<file path="config.mk">
export PLATFORM = sky130hd
export DESIGN_NAME = ap_spacing_monitor
export DESIGN_NICKNAME = d
export VERILOG_FILES = /design/src/rtl/ap_spacing_monitor.sv
export SDC_FILE = /design/constraint.sdc
export NUM_CORES = 1
export LEC_CHECK = 0
export BUFFER_PORTS_ARGS = -buffer_cell sky130_fd_sc_hd__buf_2
export CAP_MARGIN = 0
export CORE_ASPECT_RATIO = 0.6
export CORE_UTILIZATION = 55
export CTS_CLUSTER_DIAMETER = 100
export DETAILED_ROUTE_END_ITERATION = 7
export PLACE_DENSITY = 0.77
export SKIP_CTS_REPAIR_TIMING = 1
export SYNTH_ARGS = -nofsm -noshare
export SYNTH_HDL_FRONTEND = slang
export SYNTH_SLANG_ARGS = --single-unit
</file>
<file path="constraint.sdc">
create_clock -name clk -period 4.4 [get_ports clk]
set_input_delay 0.44 -clock clk [delete_from_list [all_inputs] [get_ports clk]]
set_output_delay 0.44 -clock clk [all_outputs]
set_load 0.02 [all_outputs]
</file>
<file path="src/rtl/ap_spacing_monitor.sv">
module ap_spacing_monitor #(
  parameter int BANK_W = 2,
  parameter int LAT_W  = 3,
  parameter int DAL_W  = 5,
  parameter int GAP_W  = 5
) (
  input  logic              clk,
  input  logic              rst_n,
  input  logic [2:0]        cmd_op,
  input  logic [BANK_W-1:0] cmd_bank,
  input  logic              cmd_ap,
  input  logic [3:0]        burst_len,
  input  logic [LAT_W-1:0]  cas_lat,
  input  logic [LAT_W-1:0]  t_wtr,
  input  logic [DAL_W-1:0]  t_dal,
  output logic              viol,
  output logic [4:0]        viol_code,
  output logic [(1<<BANK_W)-1:0] bank_busy
);
  localparam int NB = 1 << BANK_W;
  localparam int MW = LAT_W + 5;
  localparam logic [GAP_W-1:0] GAP_MAX = '1;

  wire is_act = cmd_op == 3'd1;
  wire is_rd  = cmd_op == 3'd2;
  wire is_wr  = cmd_op == 3'd3;
  wire is_pre = cmd_op == 3'd4;
  wire bank_cmd = is_act | is_rd | is_wr | is_pre;
  wire ap_ref = (is_rd | is_wr) & cmd_ap;

  logic              ref_vld, ref_wr;
  logic [BANK_W-1:0] ref_bank;
  logic [GAP_W-1:0]  gap;
  logic [MW-1:0]     half_bl, min_gap;
  logic [1:0]        op_cls;

  assign half_bl = MW'(burst_len >> 1);

  always_comb begin
    min_gap = MW'(1);
    if (is_rd) min_gap = ref_wr ? MW'(1) + half_bl + MW'(t_wtr) : half_bl;
    else if (is_wr) min_gap = ref_wr ? half_bl : MW'(cas_lat) + half_bl;
  end

  always_comb begin
    op_cls = 2'd3;
    if (is_rd) op_cls = 2'd0;
    else if (is_wr) op_cls = 2'd1;
    else if (is_act) op_cls = 2'd2;
  end

  wire same_bad = bank_cmd & bank_busy[cmd_bank];
  wire space_bad = ref_vld & bank_cmd & (cmd_bank != ref_bank) & (MW'(gap) < min_gap);

  always_ff @(posedge clk) begin
    if (!rst_n) begin
      ref_vld   <= 1'b0;
      ref_wr    <= 1'b0;
      ref_bank  <= '0;
      gap       <= '0;
      viol      <= 1'b0;
      viol_code <= '0;
    end else begin
      viol <= same_bad | space_bad;
      if (same_bad)       viol_code <= {1'b1, 2'b10, op_cls};
      else if (space_bad) viol_code <= {1'b0, ref_wr ? 2'b10 : 2'b01, op_cls};
      else                viol_code <= '0;
      if (ap_ref) begin
        ref_vld  <= 1'b1;
        ref_wr   <= is_wr;
        ref_bank <= cmd_bank;
        gap      <= GAP_W'(1);
      end else if (gap != GAP_MAX) begin
        gap <= gap + GAP_W'(1);
      end
    end
  end

  for (genvar b = 0; b < NB; b++) begin : g_bank
    logic [DAL_W-1:0] dal_cnt;
    always_ff @(posedge clk) begin
      if (!rst_n) dal_cnt <= '0;
      else if (is_wr && cmd_ap && cmd_bank == BANK_W'(b))
        dal_cnt <= (t_dal == '0) ? '0 : t_dal - DAL_W'(1);
      else if (dal_cnt != '0)
        dal_cnt <= dal_cnt - DAL_W'(1);
    end
    assign bank_busy[b] = dal_cnt != '0;


    busy_rise_chk: assert property (@(posedge clk) disable iff (!rst_n)
      $rose(bank_busy[b]) |-> $past(is_wr && cmd_ap && cmd_bank == BANK_W'(b)));
  end


  code_idle_chk: assert property (@(posedge clk) disable iff (!rst_n)
    !viol |-> viol_code == 5'd0);


  nonbank_quiet_chk: assert property (@(posedge clk) disable iff (!rst_n)
    viol |-> $past(cmd_op inside {3'd1, 3'd2, 3'd3, 3'd4}));


  same_bank_src_chk: assert property (@(posedge clk) disable iff (!rst_n)
    (viol && viol_code[4]) |-> $past(bank_busy[cmd_bank]));


  actpre_space_chk: assert property (@(posedge clk) disable iff (!rst_n)
    (viol && !viol_code[4]) |-> !viol_code[1]);
endmodule

</file>
==> results of run 1 <==
[metal layers]
layer	wire (um)	track usage	vias to the layer above
met3	295	0.05331	5
met5	0	0	-
met1	2575	0.3667	886
met2	1884	0.3661	52
li1	-	-	979
met4	40	0.08621	0
[area by class of cell]
type,count,share of cell area
clock buffers,6,0.03328
clock inverters,1,0.002017
inverters,27,0.04085
multi-input cells,191,0.5552
flip-flops and latches,35,0.2824
well taps,47,0.02370
repair buffers,31,0.06253
[cell families (layout without fill, tap and decap cells)]
kind of cell | count (synthesis) | count (layout) | share of synthesized area
muxes | 15 | 15 | 0.06947
AOI/OAI and AO/OA | 57 | 57 | 0.1720
xor gates and xnor gates | 14 | 14 | 0.05490
adders and majority gates | 18 | 18 | 0.1076
and+or+nand+nor | 87 | 87 | 0.2129
DFF | 35 | 35 | 0.3137
buffers and inverters | 37 | 65 | 0.06947
[worst max path at each step]
stage | start | end | slack (ns) | depth (start not counted)
floorplan | burst_len[1] | viol_code[2] | 1.68 | 9
global route | burst_len[1] | viol_code[2] | 0.99 | 12
detailed placement | burst_len[1] | viol_code[2] | 1.02 | 12
global placement | burst_len[1] | viol_code[2] | 1.05 | 12
CTS | burst_len[1] | viol_code[2] | 1.29 | 12
finish | burst_len[1] | viol_code[2] | 1.21 | 12
[power by group through the flow]
stage / sequential [mW] / clock, mW / combinational (mW)
2_1_floorplan: 0.460 / 0 / 0.488
3_3_place_gp: 0.459 / 0 / 0.597
3_5_place_dp: 0.461 / 0 / 0.609
4_1_cts: 0.454 / 0.242 / 0.614
5_1_grt: 0.466 / 0.256 / 0.696
6_report: 0.455 / 0.234 / 0.618
[sequential cells by signal, summed over array words and instances (netlist names)]
name,cells
gap,5
g_bank.dal_cnt,20
viol,1
viol_code,5
ref_bank,2
ref_vld,1
ref_wr,1
[cells in the final DEF (no fill, tap or decap), types with 7 or more instances in the layout]
| cell | n |
|---|---|
| o31ai_1 | 7 |
| o21ai_0 | 8 |
| xnor2_1 | 11 |
| a21oi_1 | 15 |
| nor3_1 | 8 |
| o211ai_1 | 8 |
| mux2i_1 | 11 |
| dfxtp_1 | 35 |
| inv_1 | 27 |
| nor2b_1 | 7 |
| buf_2 | 31 |
| ha_1 | 16 |
| nor2_1 | 23 |
| nand2_1 | 20 |
[critical path: stages]
cell and delay (ns):
buf_2 0.12, inv_1 0.05, ha_1 0.24, fa_1 0.40, xnor2_1 0.17, nand2_1 0.07
a21oi_1 0.15, o21ai_0 0.13, ha_1 0.23, a2111oi_0 0.86, nand3_1 0.27, nor4_2 0.26
==> out/qor.yml, run 1 <==
synthesis:
  async_flop_share: 0
  synth_top_cell_area_share: 0.3137
  syn_area_um2: 2233
  synth_ff_type: "dfxtp_1"
  yosysMostFrequentCell: "dfxtp_1"
  synth_common_cells: "dfxtp_1, inv_1, nor2_1"
  synth_area_leaders: "dfxtp_1, ha_1, mux2i_1"
  syn_nets: 304
  synthesis.instances: 263
  synth.avg_cell_area_um2: 8.492
  synth_warnings: 0
  synth_edf_count: 0
  ys_ff_latch: 35
  synth_top_cell_by_area: "dfxtp_1"
  yosysSeqAreaShare: 0.3137
  yosysUniqueCellTypes: 51
finish:
  antennaDiodeCount: 0
  fill_cells: 343
  area_growth_syn_to_layout_pct: 11.09
  fin_cells: 338
  drive_above_1_share: 0.1718
  final_area_um2: 2481
  utilization: 0.6553
  final_nets: 332
  seq_area_um2: 700.7
  multi_input_area_um2: 1378
die:
  ios: 33
  num_rows: 17
  die_area_um2: 4328
  fp.coreArea_um2: 3786
  die_y_um: 51.36
  fp.dieW_um: 84.27
  start_util: 0.5899
power_and_ir_drop:
  p_per_area_nw_per_um2: 527.1
  power_frac_comb: 0.473
  peakVddDrop_uv: 481.0
  p_switching_mw: 0.5094
  seq_power_share: 0.348
  swShare: 0.3896
  total_power_mw: 1.308
  clkPwrFrac: 0.179
  p_leak_nw: 1.110
  p_int_mw: 0.7983
sta:
  slew_headroom: 0.3301
  drv_slew: 0
  worst_pin_slew_ns: 0.9796
  rsz0062_at_grt: "no"
  fin_worst_skew_ns: 0.005348
  whs_ns: 0.4523
  finalHoldViolCount: 0
  fmax_mhz: 313.2
  setup_tns_ns: 0
  period_minus_slack_ns: 3.192
  setup_slack_ns: 1.208
  finalSetupViolations: 0
  post-route-period-util: 0.7256
routing:
  via_per_inst: 5.686
  drtIter0Drc: 95
  vias: 1922
  dr.pass1.iters: 6
  ant_nets: 0
  drc_errors: 4
  wl_per_cell_um: 14.19
  drt_wl_total_um: 4796
placement:
  pre_cts_ws_ns: 1.020
  dp.cells: 331
  gp_congestion: 0.7871
  post-dp-hpwl_um: 3663
  dpl_cell_area_um2: 2394
  io_buffer_count: 31
hold_path:
  hold_start: "rst_n"
  min_to: "g_bank[0].dal_cnt[2]"
  hold_class: "in2reg"
  worstHoldPathCells: 2
cts:
  path_clk_slew_ns: 0.07
  cts_htree_levels: 2
  ctsLongestPathBuffers: 2
  cts_inserted_buffers: 5
  insertion_delay_ns: 0.29
  cts.sinks: 35
  cts_tree: "built"
  root_buffer: "clkbuf_8"
grt:
  grt_max_degree: 23
  grtUsageTotal: 0.2517
  grt_pass1_wl_um: 8238
  grt_overflow: 0
  grt_pass1_vias: 1695
  antenna_found_initial: 0
run_status:
  violations: "DRC"
  status: "finished with violations"
setup_path:
  r2r_slack_ns: 1.44
  critical_path_required_ns: 4.60
  reg2reg_to: "viol_code[2]"
  reg2reg_depth: 7
  cp.arrival_ns: 3.39
  crit_path_max_fanout: 4
  reg2reg_from: "ref_wr"
  crit_type: "in2reg"
  crit_path_start_kind: "primary input"
  end_kind: "flip-flop"
flow_run:
  cap_violations: 0
(Power assumes the default switching activity.)
==> run 2, diff against run 1 <==
--- a/config.mk
+++ b/config.mk
@@ -5,13 +5,14 @@
 export SDC_FILE = /design/constraint.sdc
 export NUM_CORES = 1
 export LEC_CHECK = 0
+export ABC_AREA = 1
 export BUFFER_PORTS_ARGS = -buffer_cell sky130_fd_sc_hd__buf_2
 export CAP_MARGIN = 0
 export CORE_ASPECT_RATIO = 0.6
-export CORE_UTILIZATION = 55
+export CORE_UTILIZATION = 51
 export CTS_CLUSTER_DIAMETER = 100
 export DETAILED_ROUTE_END_ITERATION = 7
-export PLACE_DENSITY = 0.77
+export PLACE_DENSITY = 0.76
 export SKIP_CTS_REPAIR_TIMING = 1
 export SYNTH_ARGS = -nofsm -noshare
 export SYNTH_HDL_FRONTEND = slang
==> constraint.sdc (replaced) <==
create_clock -name clk -period 2.7 [get_ports clk]
set_input_delay 0.27 -clock clk [delete_from_list [all_inputs] [get_ports clk]]
set_output_delay 0.27 -clock clk [all_outputs]
set_load 0.02 [all_outputs]
==> out/qor.yml, run 2 <==
run_status:
  status: "complete, no violations"
die:
  ios: 33
  fp.dieW_um: 85.89
  fp.coreArea_um2: 3850
  start_util: 0.5593
  die_area_um2: 4494
  die_y_um: 52.33
  num_rows: 17
sta:
  drv_slew: 0
  rsz0062_at_grt: "no"
  period_minus_slack_ns: 2.157
  worst_pin_slew_ns: 0.4628
  fin_worst_skew_ns: 0.002151
  setup_slack_ns: 0.5427
  post-route-period-util: 0.7990
  fmax_mhz: 463.5
  finalHoldViolCount: 0
  finalSetupViolations: 0
  slew_headroom: 0.6911
  setup_tns_ns: 0
power_and_ir_drop:
  swShare: 0.4033
  power_frac_comb: 0.464
  p_leak_nw: 1.177
  clkPwrFrac: 0.184
  p_switching_mw: 0.7922
  p_per_area_nw_per_um2: 805.1
  seq_power_share: 0.352
  peakVddDrop_uv: 563.2
  p_int_mw: 1.172
  total_power_mw: 1.964
grt:
  grt_pass1_vias: 1593
  grtUsageTotal: 0.2287
  grt_pass1_wl_um: 7624
  grt_overflow: 0
  antenna_found_initial: 0
  grt_max_degree: 18
finish:
  regMostFlops: "g_bank.dal_cnt"
  largest_register_ffs: 20
  area_growth_syn_to_layout_pct: 13.31
  antennaDiodeCount: 0
  drive_above_1_share: 0.1646
  utilization: 0.6337
  final_cell_mix: "nand2_1, inv_1, dfxtp_1"
  top_regs: "g_bank.dal_cnt: 20 flops, gap: 5 flops, viol_code: 5 flops"
  final_common_cell: "nand2_1"
  final_nets: 368
setup_path:
  cp.arrival_ns: 2.36
  cp_slowest_cell: "fa_1"
  cp_slowest_stage_delay_ns: 0.39
  critPathTopFamily: "adder cells"
  crit_buf_inv: 2
  crit_type: "in2reg"
  crit_path_start_kind: "primary input"
  crit_top_cell: "o21ai_0"
  critical_path_required_ns: 2.91
  r2r_slack_ns: 0.79
  crit_path_max_fanout: 5
  crit_chain: "buf_2 > inv_1 > ha_1 > fa_1 > xor2_1 > o21ai_0 > o21ai_0 > ha_1 > a21oi_1 > nand2_1 > a21oi_1 > nand2_2 > o21ai_0"
  end_kind: "flip-flop"
cts:
  path_clk_slew_ns: 0.07
  root_buffer: "clkbuf_8"
  insertion_delay_ns: 0.29
  cts_inserted_buffers: 5
  cts.sinks: 35
  cts_htree_levels: 2
  cts_tree: "built"
  ctsLongestPathBuffers: 2
placement:
  io_buffer_count: 31
  gp_congestion: 0.8444
  pre_cts_ws_ns: 0.2672
  post-dp-hpwl_um: 3644
synthesis:
  synth_ff_type: "dfxtp_1"
  synthesis.instances: 294
  async_flop_share: 0
  ys_ff_latch: 35
  synth_top_cell_area_share: 0.3254
  synth_top_cell_by_area: "dfxtp_1"
  yosysUniqueCellTypes: 34
  synth.avg_cell_area_um2: 7.324
  synth_warnings: 0
  synth_area_leaders: "dfxtp_1, ha_1, nand2_1"
  synth_edf_count: 0
  yosysMostFrequentCell: "nand2_1"
  yosysSeqAreaShare: 0.3254
  synth_common_cells: "nand2_1, inv_1, dfxtp_1"
  syn_nets: 335
  syn_area_um2: 2153
hold_path:
  hold_class: "in2reg"
routing:
  via_per_inst: 5.161
  vias: 1987
  wl_per_cell_um: 12.12
  dr.pass1.iters: 4
  ant_nets: 0
  drt_wl_total_um: 4666
  drtIter0Drc: 128
  drc_errors: 0
flow_run:
  cap_violations: 0
run 2: cell types whose count changed after synthesis, sizes merged, moves of 7 or more:
cell,change
a211oi,+7
a21oi,+15
inv,+16
mux2i,-11
nand2,+33
nand3,+12
nor2b,-7
o21ai,+12
o31ai,-7
run 2: metal layers:
metal | vias to the layer above | routed length (um) | GRT usage
met3 | 4 | 282 | 0.05197
met2 | 58 | 1830 | 0.3082
met1 | 878 | 2499 | 0.3433
met5 | - | 0 | 0
li1 | 1047 | - | -
met4 | 0 | 54 | 0.09167
run 2: kinds of logic (layout without fill, tap and decap cells):
family	after synthesis	count (layout)	share of synthesized area
AOI/OAI and AO/OA	68	68	0.1778
xor gates and xnor gates	16	16	0.06508
adders and majority gates	18	18	0.1116
buffers and inverters	50	84	0.08948
DFF	35	35	0.3254
and+or+nand+nor	107	107	0.2307
run 2: power by group through the flow:
stage | Clock (mW) | Combinational [mW] | Sequential [mW]
6_report | 0.361 | 0.911 | 0.692
5_1_grt | 0.388 | 1.04 | 0.702
4_1_cts | 0.369 | 0.909 | 0.691
3_5_place_dp | 0 | 0.901 | 0.702
3_3_place_gp | 0 | 0.879 | 0.699
2_1_floorplan | 0 | 0.680 | 0.711
run 2: path summary, 6_finish.rpt:
path | from | end | cells past startpoint
worst max-delay path | burst_len[1] | viol_code[3] | 13
worst min-delay path | cmd_ap | ref_wr | 3
worst max register to register | ref_wr | viol_code[3] | 10
worst min register to register | ref_vld | ref_vld | 1
run 2: final cells by class:
| class | instances | area (um^2) |
|---|---|---|
| Multi-Input combinational cell | 209 | 1260 |
| Tap cell | 57 | 71.32 |
| Sequential cell | 35 | 700.7 |
| Clock buffer | 7 | 76.32 |
| Clock inverter | 1 | 5.005 |
| Inverter | 45 | 171.4 |
| Fill cell | 351 | 1410 |
| Timing Repair Buffer | 31 | 155.1 |
run 2: worst register-to-register path: cells and delay by family (launching register included):
| kind | cells | cell delay, ns |
|---|---|---|
| buf+inv | 1 | 0.26 |
| compound gates | 6 | 0.84 |
| flops | 1 | 0.35 |
| simple gates | 2 | 0.17 |
| fa+ha+maj | 1 | 0.21 |
run 2: through the flow:
step	cell area, um^2	hold WS (ns)	instances
final	2440	0.2625	385
after global routing	2440	0.2611	385
after CTS	2440	0.2505	385
after detailed placement	2359	0.4719	377
after global placement	2359	0.4507	377
after floorplan	2153	0.4273	294
==> run 3, diff against run 2 <==
--- a/config.mk
+++ b/config.mk
@@ -9,10 +9,10 @@
 export BUFFER_PORTS_ARGS = -buffer_cell sky130_fd_sc_hd__buf_2
 export CAP_MARGIN = 0
 export CORE_ASPECT_RATIO = 0.6
-export CORE_UTILIZATION = 51
+export CORE_UTILIZATION = 55
 export CTS_CLUSTER_DIAMETER = 100
 export DETAILED_ROUTE_END_ITERATION = 7
-export PLACE_DENSITY = 0.76
+export PLACE_DENSITY = 0.78
 export SKIP_CTS_REPAIR_TIMING = 1
 export SYNTH_ARGS = -nofsm -noshare
 export SYNTH_HDL_FRONTEND = slang
==> constraint.sdc (replaced) <==
create_clock -name clk -period 2.3 [get_ports clk]
set_input_delay 0.23 -clock clk [delete_from_list [all_inputs] [get_ports clk]]
set_output_delay 0.23 -clock clk [all_outputs]
set_load 0.02 [all_outputs]
==> out/qor.yml, run 3 (synthesis results as in run 2) <==
routing:
  ant_nets: 0
  vias: 2041
  dr.pass1.iters: 4
  drt_wl_total_um: 4699
  wl_per_cell_um: 12.53
  drtIter0Drc: 129
  via_per_inst: 5.443
  drc_errors: 0
setup_path:
  end_kind: "flip-flop"
  reg2reg_from: "ref_wr"
  crit_path_start_kind: "primary input"
  reg2reg_to: "viol_code[3]"
  reg2reg_depth: 10
  critical_path_required_ns: 2.51
  cp.arrival_ns: 2.27
  r2r_slack_ns: 0.40
  crit_type: "in2reg"
  crit_path_max_fanout: 5
finish:
  regMostFlops: "g_bank.dal_cnt"
  largest_register_ffs: 20
  fill_cells: 334
  antennaDiodeCount: 0
  final_cell_mix: "nand2_1, inv_1, dfxtp_1"
  utilization: 0.6609
  final_nets: 368
  fin_cells: 375
  area_growth_syn_to_layout_pct: 13.60
  drive_above_1_share: 0.1677
  final_common_cell: "nand2_1"
  top_regs: "g_bank.dal_cnt: 20 flops, gap: 5 flops, viol_code: 5 flops"
cts:
  ctsLongestPathBuffers: 2
  cts_inserted_buffers: 5
  cts_htree_levels: 2
  cts.sinks: 35
  cts_tree: "built"
  root_buffer: "clkbuf_8"
  path_clk_slew_ns: 0.06
  insertion_delay_ns: 0.29
placement:
  pre_cts_ws_ns: -0.03656
  dp.cells: 367
  post-dp-hpwl_um: 3690
  gp_congestion: 0.8731
  io_buffer_count: 31
power_and_ir_drop:
  peakVddDrop_uv: 608.8
  p_per_area_nw_per_um2: 971.8
  total_power_mw: 2.377
  p_leak_nw: 1.187
sta:
  finalHoldViolCount: 0
  finalSetupViolations: 0
  fmax_mhz: 484.4
  drv_slew: 0
  setup_slack_ns: 0.2355
  post-route-period-util: 0.8976
  fin_worst_skew_ns: 0.006715
  slew_headroom: 0.7002
  rsz0062_at_grt: "no"
  setup_tns_ns: 0
  period_minus_slack_ns: 2.064
  worst_pin_slew_ns: 0.4492
grt:
  grt_overflow: 0
  grt_pass1_vias: 1785
  grt-busiest-layer: "met2"
  antenna_found_initial: 0
  grt_pass1_wl_um: 7755
  grtUsageTotal: 0.2501
  met1_usage: 0.3571
  grt_max_degree: 18
  grt_use_met3: 0.06545
  grt_use_met2: 0.3716
hold_path:
  min_to: "ref_wr"
  worstHoldPathCells: 3
  hold_class: "in2reg"
  hold_start: "cmd_ap"
die:
  num_rows: 17
  fp.dieW_um: 82.78
  ios: 33
  die_y_um: 50.47
  die_area_um2: 4177
  fp.coreArea_um2: 3701
  start_util: 0.5818
flow_run:
  cap_violations: 0
run_status:
  status: "complete, no violations"
run 3: final cells by class:
type                       instances  area (um^2)  share of cell area
multi-input combinational        209         1260              0.5151
sequential                        35        700.7              0.2864
inverter                          45        171.4             0.07008
timing repair buffer              31        155.1             0.06343
clock buffer                       8        100.1             0.04092
tap                               47        58.81             0.02404
run 3: how the worst max path moves through the flow:
| stage | from | endpoint | slack, ns |
|---|---|---|---|
| 2_1_floorplan | burst_len[1] | viol_code[3] | 0.36 |
| 3_3_place_gp | burst_len[1] | viol_code[3] | 0.03 |
| 3_5_place_dp | burst_len[1] | viol_code[3] | -0.04 |
| 4_1_cts | burst_len[1] | viol_code[3] | 0.26 |
| 5_1_grt | burst_len[1] | viol_code[3] | 0.04 |
| 6_report | burst_len[1] | viol_code[3] | 0.24 |
run 3: metrics by stage:
step,instance area [um^2],hold slack [ns]
floorplan,2153,0.3873
global placement,2346,0.4519
detailed placement,2346,0.4592
CTS,2446,0.2340
global route,2446,0.2501
finish,2446,0.2414
run 3: worst max-delay path, cell delays in order:
cell     delay (ns)
buf_2          0.11
inv_1          0.05
ha_1           0.24
fa_1           0.38
xor2_1         0.15
o21ai_0        0.15
o21ai_0        0.14
ha_1           0.20
a21oi_1        0.14
nand2_1        0.06
a21oi_1        0.15
nand2_2        0.12
o21ai_0        0.17
run 3: report_power, final:
| group | switching (mW) | leakage, nW | total [mW] | internal, mW |
|---|---|---|---|---|
| logic | 0.652 | 0.847 | 1.08 | 0.426 |
| registers | 0.0719 | 0.288 | 0.810 | 0.738 |
| clock network | 0.217 | 0.0515 | 0.490 | 0.273 |
run 3: layer usage:
metal | up-vias | wire length, um
met2 | 59 | 1951
met1 | 929 | 2436
met5 | - | 0
li1 | 1046 | -
met3 | 7 | 263
met4 | 0 | 47
